### src/rtl/flu_pkg.sv
package flu_pkg;
  // Strobes from control to datapath; each is already qualified.
  typedef struct packed {
    logic txPush;
    logic txPop;
    logic txFlush;
    logic rxPush;
    logic rxPop;
  } fluStrobes_t;
endpackage

### src/rtl/flu_fifo.sv
module flu_fifo #(
  parameter int unsigned DEPTH = 16,
  parameter int unsigned WIDTH = 8,
  localparam int unsigned AW = $clog2(DEPTH),
  localparam int unsigned CW = AW + 1
) (
  input  logic             clk,
  input  logic             rstN,
  input  logic             push,
  input  logic             pop,
  input  logic             flush,
  input  logic [WIDTH-1:0] wrData,
  output logic [WIDTH-1:0] rdData,
  output logic [CW-1:0]    count
);
  localparam logic [AW-1:0] LAST_IDX = AW'(DEPTH - 1);

  logic [WIDTH-1:0] mem [DEPTH];
  logic [AW-1:0]    wrPtr;
  logic [AW-1:0]    rdPtr;

  function automatic logic [AW-1:0] nextPtr(input logic [AW-1:0] p);
    return (p == LAST_IDX) ? '0 : p + AW'(1);
  endfunction

  always_ff @(posedge clk) begin
    if (!rstN) begin
      wrPtr <= '0;
      rdPtr <= '0;
      count <= '0;
    end else if (flush) begin
      wrPtr <= '0;
      rdPtr <= '0;
      count <= '0;
    end else begin
      if (push) wrPtr <= nextPtr(wrPtr);
      if (pop)  rdPtr <= nextPtr(rdPtr);
      case ({push, pop})
        2'b10:   count <= count + CW'(1);
        2'b01:   count <= count - CW'(1);
        default: count <= count;
      endcase
    end
  end

  // Storage carries no reset; only the pointers define validity.
  always_ff @(posedge clk) begin
    if (push && !flush) mem[wrPtr] <= wrData;
  end

  assign rdData = mem[rdPtr];
endmodule

### src/rtl/flu_datapath.sv
module flu_datapath
  import flu_pkg::*;
#(
  parameter int unsigned DEPTH    = 16,
  parameter int unsigned TX_WIDTH = 10,
  parameter int unsigned RX_WIDTH = 8,
  localparam int unsigned CW = $clog2(DEPTH) + 1
) (
  input  logic                clk,
  input  logic                rstN,
  input  fluStrobes_t         strobes,
  input  logic [TX_WIDTH-1:0] txWrData,
  input  logic [RX_WIDTH-1:0] rxWrData,
  output logic [TX_WIDTH-1:0] txHead,
  output logic [RX_WIDTH-1:0] rxHead,
  output logic [CW-1:0]       txCount,
  output logic [CW-1:0]       rxCount
);
  flu_fifo #(.DEPTH(DEPTH), .WIDTH(TX_WIDTH)) u_txFifo (
    .clk    (clk),
    .rstN   (rstN),
    .push   (strobes.txPush),
    .pop    (strobes.txPop),
    .flush  (strobes.txFlush),
    .wrData (txWrData),
    .rdData (txHead),
    .count  (txCount)
  );

  flu_fifo #(.DEPTH(DEPTH), .WIDTH(RX_WIDTH)) u_rxFifo (
    .clk    (clk),
    .rstN   (rstN),
    .push   (strobes.rxPush),
    .pop    (strobes.rxPop),
    .flush  (1'b0),
    .wrData (rxWrData),
    .rdData (rxHead),
    .count  (rxCount)
  );
endmodule

### src/rtl/flu_ctrl.sv
module flu_ctrl
  import flu_pkg::*;
#(
  parameter int unsigned DEPTH      = 16,
  parameter int unsigned HALF_LEVEL = DEPTH / 2,
  localparam int unsigned AW = $clog2(DEPTH),
  localparam int unsigned CW = AW + 1
) (
  input  logic          clk,
  input  logic          rstN,
  input  logic          txWrEn,
  input  logic          rxRdEn,
  input  logic          ctlWrEn,
  input  logic          ctlTxRst,
  input  logic          thrWrEn,
  input  logic [AW-1:0] thrWrData,
  input  logic          engTxPop,
  input  logic          engRxPush,
  input  logic [CW-1:0] txCount,
  input  logic [CW-1:0] rxCount,
  output fluStrobes_t   strobes,
  output logic [AW-1:0] thrValue,
  output logic [AW-1:0] txOcc,
  output logic [AW-1:0] rxOcc,
  output logic [7:0]    statusFlags,
  output logic          irqTxEmpty,
  output logic          irqTxHalf,
  output logic          irqRxFull
);
  localparam logic [CW-1:0] FULL_CNT = CW'(DEPTH);
  localparam logic [CW-1:0] HALF_CNT = CW'(HALF_LEVEL);

  logic txRstHeld;
  logic txRstEff;
  logic txFull, txEmpty, rxFull, rxEmpty;

  function automatic logic [AW-1:0] zeroBased(input logic [CW-1:0] c);
    logic [CW-1:0] m;
    m = (c == '0) ? '0 : c - CW'(1);
    return m[AW-1:0];
  endfunction

  always_ff @(posedge clk) begin
    if (!rstN) begin
      txRstHeld <= 1'b0;
      thrValue  <= '0;
    end else begin
      if (ctlWrEn) txRstHeld <= ctlTxRst;
      if (thrWrEn) thrValue  <= thrWrData;
    end
  end

  // A flush write acts on the same edge that stores it.
  assign txRstEff = ctlWrEn ? ctlTxRst : txRstHeld;

  assign txFull  = (txCount == FULL_CNT);
  assign txEmpty = (txCount == '0);
  assign rxFull  = (rxCount == FULL_CNT);
  assign rxEmpty = (rxCount == '0);

  always_comb begin
    strobes         = '0;
    strobes.txFlush = txRstEff;
    strobes.txPush  = txWrEn   && !txFull  && !txRstEff;
    strobes.txPop   = engTxPop && !txEmpty && !txRstEff;
    strobes.rxPush  = engRxPush && !rxFull;
    strobes.rxPop   = rxRdEn    && !rxEmpty;
  end

  assign txOcc = zeroBased(txCount);
  assign rxOcc = zeroBased(rxCount);

  assign statusFlags = {txEmpty, rxEmpty, rxFull, txFull, 4'b0000};

  assign irqTxEmpty = txEmpty;
  assign irqTxHalf  = (txCount <= HALF_CNT);
  assign irqRxFull  = (rxCount >= ({1'b0, thrValue} + CW'(1)));
endmodule

### src/rtl/i2c_fifo_level_unit.sv
module i2c_fifo_level_unit
  import flu_pkg::*;
#(
  parameter int unsigned DEPTH    = 16,
  parameter int unsigned TX_WIDTH = 10,
  parameter int unsigned RX_WIDTH = 8,
  localparam int unsigned AW = $clog2(DEPTH),
  localparam int unsigned CW = AW + 1
) (
  input  logic                clk,
  input  logic                rstN,
  input  logic                txWrEn,
  input  logic [TX_WIDTH-1:0] txWrData,
  input  logic                rxRdEn,
  output logic [RX_WIDTH-1:0] rxRdData,
  input  logic                ctlWrEn,
  input  logic                ctlTxRst,
  input  logic                thrWrEn,
  input  logic [AW-1:0]       thrWrData,
  output logic [AW-1:0]       thrValue,
  input  logic                engTxPop,
  output logic [TX_WIDTH-1:0] engTxData,
  input  logic                engRxPush,
  input  logic [RX_WIDTH-1:0] engRxData,
  output logic [AW-1:0]       txOcc,
  output logic [AW-1:0]       rxOcc,
  output logic [7:0]          statusFlags,
  output logic                irqTxEmpty,
  output logic                irqTxHalf,
  output logic                irqRxFull
);
  fluStrobes_t   strobes;
  logic [CW-1:0] txCount;
  logic [CW-1:0] rxCount;

  flu_ctrl #(.DEPTH(DEPTH)) u_ctrl (
    .clk         (clk),
    .rstN        (rstN),
    .txWrEn      (txWrEn),
    .rxRdEn      (rxRdEn),
    .ctlWrEn     (ctlWrEn),
    .ctlTxRst    (ctlTxRst),
    .thrWrEn     (thrWrEn),
    .thrWrData   (thrWrData),
    .engTxPop    (engTxPop),
    .engRxPush   (engRxPush),
    .txCount     (txCount),
    .rxCount     (rxCount),
    .strobes     (strobes),
    .thrValue    (thrValue),
    .txOcc       (txOcc),
    .rxOcc       (rxOcc),
    .statusFlags (statusFlags),
    .irqTxEmpty  (irqTxEmpty),
    .irqTxHalf   (irqTxHalf),
    .irqRxFull   (irqRxFull)
  );

  flu_datapath #(.DEPTH(DEPTH), .TX_WIDTH(TX_WIDTH), .RX_WIDTH(RX_WIDTH)) u_dp (
    .clk      (clk),
    .rstN     (rstN),
    .strobes  (strobes),
    .txWrData (txWrData),
    .rxWrData (engRxData),
    .txHead   (engTxData),
    .rxHead   (rxRdData),
    .txCount  (txCount),
    .rxCount  (rxCount)
  );
endmodule

### config.mk
export PLATFORM = sky130hd
export DESIGN_NAME = i2c_fifo_level_unit
export DESIGN_NICKNAME = d
export VERILOG_FILES = /design/src/rtl/flu_pkg.sv /design/src/rtl/flu_fifo.sv /design/src/rtl/flu_datapath.sv /design/src/rtl/flu_ctrl.sv /design/src/rtl/i2c_fifo_level_unit.sv
export SDC_FILE = /design/constraint.sdc
export NUM_CORES = 1
export LEC_CHECK = 0
export ABC_AREA = 1
export BUFFER_PORTS_ARGS = -buffer_cell sky130_fd_sc_hd__buf_4
export CAP_MARGIN = 40
export CORE_AREA = 2 2 157 159
export CTS_BUF_LIST = sky130_fd_sc_hd__clkbuf_8
export CTS_CLUSTER_SIZE = 30
export DETAILED_ROUTE_END_ITERATION = 6
export DIE_AREA = 0 0 159 161
export GPL_ROUTABILITY_DRIVEN = 1
export GPL_TIMING_DRIVEN = 0
export MAX_ROUTING_LAYER = met4
export PLACE_DENSITY = 0.77
export SKIP_CTS_REPAIR_TIMING = 1
export SLEW_MARGIN = 30
export SYNTH_ARGS = -nofsm -noshare
export SYNTH_HDL_FRONTEND = slang
export SYNTH_SLANG_ARGS = --single-unit
### constraint.sdc
create_clock -name clk -period 2.7 [get_ports clk]
set_input_delay 0.135 -clock clk [delete_from_list [all_inputs] [get_ports clk]]
set_output_delay 0.135 -clock clk [all_outputs]
set_load 0.01 [all_outputs]
# ---- After elaboration in Yosys (flattened, before gate mapping)
# Memory sizes are Yosys's and may differ from the RTL's. A register that Yosys moved wholly into a read port is not among the register bits.
# Index checks and enable logic that the tools add are counted.
dict set report word_totals {
  in_bits 31
  n_memories 2
  word_cells 66
  ff_bits 31
  mem_bits_rw 288
  out_inout_bits 41
}
dict set report op_classes {
  bitwise_logic 1
  magnitude_cmp 2
  eq_ne 10
  n_reduce_logical 17
  addsub 9
  muxes 17
}
# memory depth word_bits rd rd_ports_with_merged_regs write_ports line_no
set mem_list {}
lappend mem_list {u_dp.u_txFifo.mem 16 10 1 1 1 flu_fifo.sv:18} ;# logic [WIDTH-1:0] mem [DEPTH];
lappend mem_list {u_dp.u_rxFifo.mem 16 8 1 1 1 flu_fifo.sv:18}
# op n
set op_table {}
lappend op_table {{$mux W4} 10}
lappend op_table {{$pmux W5 S2} 2}
lappend op_table {{$add A4 B1 Y4 const B} 4}
lappend op_table {{$eq A4 B4 Y1 const B} 4}
lappend op_table {{$add A5 B1 Y5 const B} 2}
lappend op_table {{$eq A5 B5 Y1 const B} 2}
lappend op_table {{$logic_not A5 Y1} 2}
lappend op_table {{$sub A5 B1 Y5 const B} 2}
lappend op_table {{$logic_and A1 B1 Y1} 7}
lappend op_table {{$add A4 B1 Y5 const B} 1}
lappend op_table {{$ge A5 B5 Y1} 1}
lappend op_table {{$le A5 B4 Y1 const B} 1}
lappend op_table {{$logic_not A1 Y1} 5}
lappend op_table {{$mux W1} 5}
lappend op_table {{$eq A2 B1 Y1 const B} 2}
lappend op_table {{$eq A2 B2 Y1 const B} 2}
lappend op_table {{$reduce_bool A2 Y1} 2}
lappend op_table {{$reduce_or A2 Y1} 1}
lappend op_table {{$not A1 Y1} 1}

# ---- Longest topological paths before layout
# Gate-level depths: netlist (run 1).
dict set report logic_depth {
  ltp_word 7
  mapped_depth 13
  depth_no_buf 13
}

# ---- Cells and area by module
# Synthesis (run 1) repeated with hierarchy kept, for this count alone.
dict set report hier_totals {
  hier_cells 1290
  hier_area_um2 14433.8
}
# module cells_per_inst instances area_per_inst_um2
set modules_own_cells {}
lappend modules_own_cells {{flu_fifo at u_dp.u_txFifo} 639 1 7546.0}
lappend modules_own_cells {{flu_fifo at u_dp.u_rxFifo} 536 1 6159.7}
lappend modules_own_cells {flu_ctrl 114 1 724.4}
lappend modules_own_cells {flu_datapath 1 1 3.8}

# ---- Least setup slack after synthesis (run 1)
# OpenSTA, ideal clock, no wires.
dict set report synth_timing {
  path_type {flip-flop to flip-flop}
  start {reg u_dp.u_txFifo.count[0]}
  end {mem u_dp.u_txFifo.mem[7][0] in the netlist's numbering, enable pin}
  period_less_slack_ps 2077
  arrival_ps 1687
  path_stages_with_launch 6
  slack_ps 623
  required_time_ps 2310
  path_cell_list {dfxtp_1 inv_1 ha_1 nand3_2 nand3_2 nor3_1}
}
dict set report synth_between {
  elab_chain_len 7
}
# item line_no
set synth_lines {}
lappend synth_lines {{start, declared} flu_fifo.sv:14} ;# output logic [CW-1:0] count
lappend synth_lines {{start signal, assigned} flu_fifo.sv:39} ;# 2'b10: count <= count + CW'(1);
lappend synth_lines {{start signal, assigned} flu_fifo.sv:40} ;# 2'b01: count <= count - CW'(1);
lappend synth_lines {{start signal, assigned} flu_fifo.sv:41} ;# default: count <= count;
lappend synth_lines {{$eq A5 B5 Y1} flu_ctrl.sv:56} ;# assign txFull = (txCount == FULL_CNT);
lappend synth_lines {{$logic_not A1 Y1} flu_ctrl.sv:64} ;# strobes.txPush = txWrEn && !txFull && !txRstEff;
lappend synth_lines {{$logic_and A1 B1 Y1 (2 in series)} flu_ctrl.sv:64}
lappend synth_lines {{$logic_and A1 B1 Y1} flu_fifo.sv:48} ;# if (push && !flush) mem[wrPtr] <= wrData;
lappend synth_lines {{$mux W1} flu_fifo.sv:48}
lappend synth_lines {{$mux W1 (not written as such)} flu_fifo.sv:48}
lappend synth_lines {{end, declared} flu_fifo.sv:18}
# Every way passes these cells.

# ---- Worst setup path in the final report (run 1)
dict set report layout_timing {
  start {reg u_ctrl.thrValue[2]}
  end {out irqRxFull}
}
dict set report layout_between {
  elab_chain_len 2
}
# item line_no
set layout_lines {}
lappend layout_lines {{start, declared} flu_ctrl.sv:22} ;# output logic [AW-1:0] thrValue,
lappend layout_lines {{start signal, assigned} flu_ctrl.sv:49} ;# if (thrWrEn) thrValue <= thrWrData;
lappend layout_lines {{$add A4 B1 Y5} flu_ctrl.sv:77} ;# assign irqRxFull = (rxCount >= ({1'b0, thrValue} + CW'(1)));
lappend layout_lines {{$ge A5 B5 Y1} flu_ctrl.sv:77}
lappend layout_lines {{end, declared} i2c_fifo_level_unit.sv:30} ;# output logic irqRxFull
# Every way passes these cells.

==> flow_summary_export.csv, run 1 <==
group,metric,value,unit
global_routing,grt_use_met3,7.268,%
power,seqPwrFrac,45.5,%
global_routing,grt_pass1_vias,9720,
setup_path,crit_type,"reg2out",
min_path,worstHoldPathType,"in2reg",
logic_synthesis,yosysSeqAreaShare,66.57,%
power,power.density,759.6,mW/mm²
logic_synthesis,synth.avg_cell_area,10.80,µm²
power,p_leak,0.006487,µW
cells_and_area,fill_cells,1755,
cts,cts_buffer_depth,3,
floorplanning,initial_core_util,59.11,%
route,wl,35160,µm
timing,setup_viol,0,
global_routing,gr-usage-met1,35.72,%
route,drc,0,
floorplanning,die_w,159,µm
timing,rsz0062_at_grt,"no",
floorplanning,coreArea,0.02396,mm²
timing,timing.final.hold_violations,0,
power,peakVddDrop,694.2,µV
power,clkPwrFrac,32.3,%
global_routing,antenna_found_initial,0,
route,wl_per_cell,18.99,µm
timing,slew_headroom,49.56,%
route,vias_per_cell,5.619,
cells_and_area,area_delta_synth_final,17.06,%
setup_path,reg2reg_slack,0.39,ns
global_routing,top_usage_layer,"met2",
placement,place_hpwl,22920,µm
timing,skew,0.04140,ns
logic_synthesis,ys_types,38,
global_routing,grt_max_degree,17,
logic_synthesis,ys_ff_latch,327,
timing,fin_crit,2.403,ns
placement,globalplace.congestion,0.9722,
power,switchingPower,3750,µW
flow_run,cap_violations,0,
global_routing,grt_pass1_wl,52070,µm
power,internal_power,8845,µW
cells_and_area,antenna_cells,0,
floorplanning,die_area,0.02560,mm²
outcome,status,"finished clean",
cts,cts_tree,"built",
setup_path,path_max_fanout,5,
cells_and_area,seq_area,0.009429,mm²
timing,slew_violations,0,
global_routing,track_usage,27.42,%
timing,fin_crit_sh,89.00,%
cts,numCtsBuffers,50,
floorplanning,rows,57,
floorplanning,die_h,161,µm
global_routing,grt-ovfl-total,0,
setup_path,worstSetupStartpointType,"flip-flop",
logic_synthesis,netlist_area,0.01416,mm²
timing,fin_setup_tns,0,ns
route,first_pass_iters,6,
cells_and_area,multiInputGateArea,0.003959,mm²
min_path,min_delay_path_depth,6,
cts,cts.clk_slew.worst_paths,0.06,ns
cells_and_area,postLayoutCoreUtil,69.19,%
setup_path,crit_required,2.57,ns
cells_and_area,nets,1540,
setup_path,r2r_cells,8,
timing,fmax,0.4161,GHz
setup_path,arrival,2.27,ns
route,ant_nets,0,
route,drt_iter0_drc,1166,
logic_synthesis,synthCells,1311,
setup_path,end_kind,"primary output",
cts,h-tree-depth,2,
cts,numClockSinks,327,
global_routing,grt_use_met2,42.85,%
cts,cts_root_buffer,"clkbuf_8",
power,switching_share,29.77,%
power,combPwrFrac,22.2,%
placement,io_buffers,67,
logic_synthesis,yosysWarningCount,0,
cts,clock_latency,0.60,ns
floorplanning,io_pins,72,
cells_and_area,drive_above_1_share,15.19,%
timing,tightestPinTransition,0.7539,ns
route,dr_total_vias,10400,
-- registers in the layout, indices dropped and copies added, names as in the netlist, named ones only --
signal and cells:
u_dp.u_rxFifo.mem 128, u_dp.u_txFifo.count 5, u_dp.u_rxFifo.wrPtr 4, u_dp.u_txFifo.mem 160, u_ctrl.txRstHeld 1, u_dp.u_rxFifo.rdPtr 4, u_dp.u_txFifo.rdPtr 4, u_dp.u_txFifo.wrPtr 4
u_dp.u_rxFifo.count 5, u_ctrl.thrValue 4
-- power groups by stage --
stage	registers, µW	logic, µW	clock network (µW)
floorplan	5810	1690	0
global placement	5830	2640	0
detailed placement	5840	2700	0
CTS	5730	2710	4070
global route	5740	3050	4310
finish	5730	2800	4060
-- final timing paths --
path	start	to
worst max-delay path	u_ctrl.thrValue[2]	irqRxFull
worst min-delay path	ctlTxRst	u_dp.u_txFifo.wrPtr[1]
worst max register to register	u_dp.u_txFifo.count[0]	u_dp.u_txFifo.mem[1][1]
worst min register to register	u_dp.u_txFifo.count[0]	u_dp.u_txFifo.count[0]
-- through the flow --
stage          std cells  hold WS (ns)  total power (µW)  instance area [µm²]  setup slack, ns
3_5_place_dp        1716        0.3694              8531                15170           0.3578
6_report            1851        0.1264             12590                16580           0.2969
4_1_cts             1809       -0.2284             12510                16170           0.3048
5_1_grt             1851        0.1589             13100                16580           0.1853
3_3_place_gp        1705        0.3582              8473                15080         -0.01998
2_1_floorplan       1314        0.2339              7504                14180           0.6232
-- cell usage in the layout (no fill, tap or decap), types with 3 or more instances in the layout --
cell           netlist  routed
conb_1               1       4
nand2_1            277     277
xor2_1               6       6
nor2_1             179     178
o211ai_1            46      46
o21ai_1             11      11
xnor2_1              4       4
nand4_1             11      11
inv_1               96     115
edfxtp_1           288     288
ha_1                23      23
dlygate4sd3_1        0      37
nor2_4               3       3
clkbuf_2             6       6
buf_6                8       8
inv_6                1       3
nor2_2               2       3
clkinv_2             0       5
clkinv_1             1       8
clkbuf_8             0      58
clkbuf_1            12      12
dfxtp_1             39      39
buf_2               17      17
nand3_2              3       3
o21ai_0             68      68
inv_2                7       7
buf_1                3       3
nand3_1            130     130
buf_4               18      99
a21oi_1             28      28
nand2_2              9       9
-- cells in the mapped netlist --
master,count,area [µm²]
edfxtp_1,288,8648
nand2_1,277,1040
nor2_1,179,671.9
nand3_1,130,650.6
inv_1,96,360.4
o21ai_0,68,340.3
o211ai_1,46,345.3
dfxtp_1,39,780.8
a21oi_1,28,140.1
ha_1,23,287.8
buf_4,18,135.1
buf_2,17,85.08
clkbuf_1,12,45.04
nand4_1,11,68.82
o21ai_1,11,55.05
nand2_2,9,56.30
buf_6,8,90.09
inv_2,7,26.28
clkbuf_2,6,30.03
xor2_1,6,52.55
xnor2_1,4,35.03
buf_1,3,11.26
nand3_2,3,30.03
nor2_4,3,33.78
and3_1,2,12.51
nand2_4,2,22.52
nor2_2,2,12.51
or2_1,2,12.51
or2_2,2,12.51
clkinv_1,1,3.750
conb_1,1,3.750
inv_6,1,8.760
nand2_8,1,20.02
nor3_1,1,5.000
o21a_1,1,7.510
o21ai_2,1,8.760
o22ai_1,1,6.260
o311ai_0,1,8.760
-- area by class of cell --
| cell class | count | share of cell area (%) |
|---|---|---|
| Buffer | 64 | 2.392 |
| Clock buffer | 58 | 4.814 |
| Clock inverter | 35 | 1.207 |
| Inverter | 105 | 2.407 |
| Multi-Input combinational cell | 818 | 23.88 |
| Sequential cell | 327 | 56.87 |
| Tap cell | 324 | 2.445 |
| Timing Repair Buffer | 120 | 5.992 |
-- logic make-up after synthesis --
| kind of cell | share of synthesized area [%] |
|---|---|
| AND/OR/NAND/NOR | 18.70 |
| AO/OA/AOI/OAI | 6.439 |
| buffers and inverters | 5.618 |
| other | 0.02647 |
| adder cells (fa/ha/maj) | 2.032 |
| flip-flops | 66.57 |
| XOR/XNOR | 0.6183 |
-- per-layer routing --
layer | routed length [µm] | part of all wire (%)
met1 | 13890 | 40
met2 | 16870 | 48
met3 | 3496 | 9.9
met4 | 894 | 2.5
met5 | 0 | 0
-- critical path, stage by stage (launching register included) --
cell	delay [ns]
dfxtp_1	0.42
nand3_1	0.14
xor2_1	0.17
ha_1	0.30
nand2_1	0.07
o311ai_0	0.40
buf_4	0.20
(Power assumes the default switching activity.)
==> run 2: changes to the inputs <==
--- a/config.mk
+++ b/config.mk
@@ -16,7 +16,8 @@
 export GPL_ROUTABILITY_DRIVEN = 1
 export GPL_TIMING_DRIVEN = 0
 export MAX_ROUTING_LAYER = met4
-export PLACE_DENSITY = 0.77
+export PLACE_DENSITY_LB_ADDON = 0.1
+export REMOVE_ABC_BUFFERS = 1
 export SKIP_CTS_REPAIR_TIMING = 1
 export SLEW_MARGIN = 30
 export SYNTH_ARGS = -nofsm -noshare
==> run 2 against run 1 <==
The run now ends with hold timing left; final cell count decreased by 3.1%; register-to-register slack about the same; clock skew decreased by 0.023 ns; critical path depth increased by 3; non-clock buffer count decreased by 57; combinational power decreased by 15%; sequential power increased by 1%; first-iteration DRC count decreased by 34%; die area unchanged; sequential share of layout area increased by 0.81 points.
==> flow_summary_export.csv, run 2 (same netlist as run 1, synthesis figures left out) <==
group,metric,value,unit
floorplanning,initial_core_util,59.11,%
global_routing,grt_pass1_vias,9110,
power,internal_power,8659,µW
route,vias_per_cell,5.365,
global_routing,grt_max_degree,71,
setup_path,crit_type,"reg2out",
cts,h-tree-depth,2,
floorplanning,die_w,159,µm
timing,slew_headroom,44.66,%
floorplanning,die_h,161,µm
cts,cts_root_buffer,"clkbuf_8",
timing,setup_viol,0,
timing,timing.final.hold_violations,2,
cells_and_area,final_cell_mix,"288 x edfxtp_1, 277 x nand2_1, 172 x nor2_1",
route,wl,30430,µm
cells_and_area,largest_reg_flops,160,
global_routing,antenna_found_initial,0,
floorplanning,coreArea,0.02396,mm²
timing,skew,0.01815,ns
cells_and_area,reg.largest.list,"u_dp.u_txFifo.mem x160, u_dp.u_rxFifo.mem x128",
floorplanning,io_pins,72,
timing,fin_crit_sh,94.42,%
power,seqPwrFrac,47.9,%
timing,whs,-0.02517,ns
power,combPwrFrac,19.6,%
power,p_leak,0.006282,µW
route,drt_iter0_drc,770,
setup_path,crit_required,2.57,ns
outcome,status,"complete, but fails checks",
placement,globalplace.congestion,0.8252,
placement,place_hpwl,18390,µm
cts,cts_buffer_depth,3,
outcome,violations,"hold timing",
min_path,worstHoldPathType,"in2reg",
cells_and_area,area_delta_synth_final,15.55,%
cells_and_area,regMostFlops,"u_dp.u_txFifo.mem",
setup_path,path_max_fanout,45,
timing,rsz0062_at_grt,"no",
floorplanning,die_area,0.02560,mm²
cts,clock_latency,0.58,ns
cells_and_area,layout_commonest_cell,"edfxtp_1",
route,wl_per_cell,16.96,µm
timing,fin_crit,2.549,ns
power,clkPwrFrac,32.5,%
cts,cts_tree,"built",
global_routing,grt-ovfl-total,0,
power,switching_share,28.55,%
timing,fmax,0.3922,GHz
global_routing,grt_pass1_wl,47100,µm
cts,cts.clk_slew.worst_paths,0.06,ns
floorplanning,rows,57,
route,first_pass_iters,5,
timing,tightestPinTransition,0.8292,ns
setup_path,arrival,2.41,ns
flow_run,cap_violations,0,
power,peakVddDrop,638.4,µV
cells_and_area,postLayoutCoreUtil,68.30,%
cts,numCtsBuffers,51,
cts,numClockSinks,327,
cells_and_area,nets,1484,
power,switchingPower,3460,µW
timing,slew_violations,0,
route,dr_total_vias,9625,
route,ant_nets,0,
cells_and_area,antenna_cells,0,
global_routing,track_usage,24.10,%
setup_path,worstSetupStartpointType,"flip-flop",
route,drc,0,
setup_path,end_kind,"primary output",
cells_and_area,drive_above_1_share,14.15,%
placement,io_buffers,67,
power,power.density,740.5,mW/mm²
run 2: critical path, stage by stage, from the launching register on:
cell	delay (ns)
dfxtp_4	0.38
buf_12	0.17
buf_16	0.22
inv_8	0.11
buf_16	0.18
o21ai_0	0.17
nand3_1	0.11
nand3_1	0.19
nand2_1	0.11
buf_4	0.16
run 2: layout make-up:
type / count / area, µm²
Clock inverter: 35 / 181.4
Tap cell: 324 / 405.4
Clock buffer: 58 / 798.3
Fill cell: 1848 / 7596
Sequential cell: 327 / 9440
Timing Repair Buffer: 127 / 1151
Inverter: 105 / 416.7
Multi-Input combinational cell: 818 / 3974
run 2: worst paths after layout:
check                         startpoint                       to  slack [ns]  depth (start not counted)
hold / removal                  ctlTxRst         u_ctrl.txRstHeld       -0.03                          5
hold reg to reg   u_dp.u_txFifo.count[0]   u_dp.u_txFifo.count[0]        0.49                          2
setup reg to reg  u_dp.u_rxFifo.count[0]  u_dp.u_rxFifo.mem[6][7]        0.38                          9
setup / recovery               flip-flop             engTxData[4]        0.15                          9
run 2: per-stage QoR:
step	setup WS (ns)	total power, µW	cell area, µm²	std cells	setup TNS [ns]
global placement	-2.880	8142	14690	1641	-43.52
floorplan	-0.7995	7316	13780	1250	-9.236
CTS	-0.3297	12120	15900	1749	-2.576
detailed placement	0.2974	8229	14920	1656	0
global route	0.008669	12680	16370	1794	0
finish	0.1506	12120	16370	1794	0
run 2: power groups by stage:
stage / Sequential (µW) / Combinational (µW) / Clock (µW)
after floorplan: 5920 / 1400 / 0
after global placement: 6000 / 2140 / 0
after detailed placement: 5910 / 2320 / 0
after CTS: 5800 / 2330 / 3990
after global routing: 5830 / 2640 / 4200
final: 5800 / 2380 / 3940
run 2: per-layer routing:
layer	GRT usage, %	vias to the layer above	part of all wire (%)
li1	-	4727	-
met1	29.46	4543	41
met2	40.69	287	50
met3	3.493	68	5.5
met4	10.04	0	3.1
met5	-	-	0
==> run 3: changes to the inputs <==
--- a/config.mk
+++ b/config.mk
@@ -6,13 +6,13 @@
 export NUM_CORES = 1
 export LEC_CHECK = 0
 export ABC_AREA = 1
-export BUFFER_PORTS_ARGS = -buffer_cell sky130_fd_sc_hd__buf_4
+export BUFFER_PORTS_ARGS = -buffer_cell sky130_fd_sc_hd__buf_2
 export CAP_MARGIN = 40
-export CORE_AREA = 2 2 157 159
+export CORE_AREA = 2 2 172 174
 export CTS_BUF_LIST = sky130_fd_sc_hd__clkbuf_8
 export CTS_CLUSTER_SIZE = 30
 export DETAILED_ROUTE_END_ITERATION = 6
-export DIE_AREA = 0 0 159 161
+export DIE_AREA = 0 0 174 176
 export GPL_ROUTABILITY_DRIVEN = 1
 export GPL_TIMING_DRIVEN = 0
 export MAX_ROUTING_LAYER = met4
==> run 3 against run 2 <==
The flow now finishes without violations; total power fell by 3.2%; setup slack got worse by 0.021 ns; first-iteration DRC count fell by 11%; critical path depth fell by 4; core utilization fell by 12 points; final cell count rose by 3.0%; register-to-register slack barely moved; global-route usage fell by 3.6 points; clock skew rose by 0.0054 ns; sequential share of layout area rose by 0.83 points; non-clock buffer count fell by 6; sequential power barely moved; largest cell class unchanged.
==> flow_summary_export.csv, run 3 (same netlist as run 1, synthesis figures left out) <==
group,metric,value,unit
cells_and_area,seq_area,0.009440,mm²
cts,cts.clk_slew.worst_paths,0.06,ns
route,ant_nets,0,
route,dr_total_vias,9571,
cells_and_area,fill_cells,2458,
floorplanning,rows,62,
cells_and_area,area_delta_synth_final,13.91,%
timing,tightestPinTransition,0.8028,ns
cells_and_area,postLayoutCoreUtil,56.52,%
cells_and_area,nets,1479,
floorplanning,die_w,174,µm
timing,slew_headroom,46.42,%
global_routing,grt_max_degree,71,
power,combPwrFrac,19.1,%
placement,globalplace.congestion,0.8255,
cells_and_area,largest_reg_flops,160,
cts,numCtsBuffers,52,
global_routing,grt_pass1_vias,8710,
cells_and_area,drive_above_1_share,13.11,%
cts,clock_latency,0.57,ns
outcome,status,"finished clean",
cts,h-tree-depth,2,
power,p_leak,0.006153,µW
floorplanning,io_pins,72,
setup_path,path_max_fanout,21,
cts,cts_tree,"built",
timing,fin_setup_tns,0,ns
timing,skew,0.02350,ns
power,internal_power,8304,µW
cts,numClockSinks,327,
cells_and_area,antenna_cells,0,
setup_path,crit_required,2.57,ns
route,first_pass_iters,5,
cells_and_area,layoutNonFillerInstCount,1848,
timing,setup_viol,0,
timing,fin_crit_sh,95.19,%
timing,fmax,0.3891,GHz
cts,cts_buffer_depth,3,
global_routing,antenna_found_initial,0,
setup_path,arrival,2.44,ns
floorplanning,initial_core_util,49.62,%
power,clkPwrFrac,31.4,%
power,switching_share,29.22,%
setup_path,worstSetupStartpointType,"flip-flop",
timing,slew_violations,0,
power,switchingPower,3429,µW
setup_path,reg2reg_slack,0.37,ns
global_routing,track_usage,20.48,%
cells_and_area,regMostFlops,"u_dp.u_txFifo.mem",
route,vias_per_cell,5.179,
power,seqPwrFrac,49.5,%
min_path,worstHoldPathType,"in2reg",
route,wl_per_cell,16.82,µm
placement,dp_cells,1706,
timing,fin_crit,2.570,ns
floorplanning,die_h,176,µm
floorplanning,coreArea,0.02855,mm²
power,power.density,727.1,mW/mm²
flow_run,cap_violations,0,
setup_path,end_kind,"primary output",
cells_and_area,layout_commonest_cell,"edfxtp_1",
route,wl,31080,µm
placement,io_buffers,67,
global_routing,grt-ovfl-total,0,
setup_path,crit_type,"reg2out",
timing,timing.final.hold_violations,0,
cells_and_area,multiInputGateArea,0.003989,mm²
setup_path,slowest_delay,0.68,ns
power,peakVddDrop,517.3,µV
route,drc,0,
floorplanning,die_area,0.03062,mm²
setup_path,crit_path_cell_trace,"inv_1 -> nand3_1 -> nand3_1 -> nand2_1 -> buf_2",
setup_path,cp_common_cell,"nand3_1",
cells_and_area,reg.largest.list,"u_dp.u_txFifo.mem x160, u_dp.u_rxFifo.mem x128",
timing,rsz0062_at_grt,"no",
cells_and_area,final_cell_mix,"288 x edfxtp_1, 277 x nand2_1, 166 x nor2_1",
placement,place_hpwl,18240,µm
global_routing,grt_pass1_wl,47270,µm
route,drt_iter0_drc,689,
cts,cts_root_buffer,"clkbuf_8",
setup_path,critical_path.slowest_cell,"dfxtp_2",
[run 3: cell types whose count changed in the layout (fill, tap and decap cells not counted), sizes merged]
cell         before  now
clkinvlp          1    0
bufinv            1    0
buf              89   83
clkbuf           60   55
inv             117  123
dlygate4sd3      36   37
[run 3: path summary, 6_finish.rpt]
kind / cells after the start / end / from
setup / recovery: 5 / engTxData[5] / flip-flop
hold / removal: 6 / flip-flop / ctlTxRst
setup reg to reg: 9 / u_dp.u_rxFifo.mem[12][2] / u_dp.u_rxFifo.count[0]
hold reg to reg: 2 / u_dp.u_txFifo.count[0] / u_dp.u_txFifo.count[0]
[run 3: area by class of cell]
cell class	count	share of cell area, %
sequential	327	58.51
multi-input combinational	818	24.72
timing repair buffer	121	5.661
clock buffer	54	4.606
tap	384	2.978
inverter	105	2.551
clock inverter	39	0.9770
[run 3: routing by layer]
metal | vias up | track usage, % | share of wire (%)
li1 | 4712 | - | -
met1 | 4481 | 26.12 | 43
met2 | 300 | 33.37 | 48
met3 | 78 | 2.972 | 5.8
met4 | 0 | 8.088 | 3.3
met5 | - | - | 0
[run 3: power groups by stage]
stage | logic (µW) | registers (µW) | clock network (µW)
detailed placement | 2170 | 5920 | 0
floorplan | 1400 | 5920 | 0
CTS | 2180 | 5810 | 3770
global route | 2520 | 5830 | 3970
finish | 2240 | 5810 | 3680
global placement | 2040 | 6010 | 0
[run 3: metrics by stage]
stage                     hold slack [ns]  cell area (µm²)  power, µW  setup WS, ns
final                            0.009096            16140      11730        0.1299
after global routing              0.08101            16140      12320       0.01195
after CTS                         -0.2251            15630      11760       -0.1525
after detailed placement           0.3601            14730       8088        0.3073
after global placement             0.3586            14600       8048        -3.071
after floorplan                    0.2339            13780       7316       -0.7995
[run 3: worst max-delay path: cells and delay by family (launching register included)]
family	cells	cell delay, ns
simple gates	3	0.51
buf+inv	2	0.67
flops	1	0.68
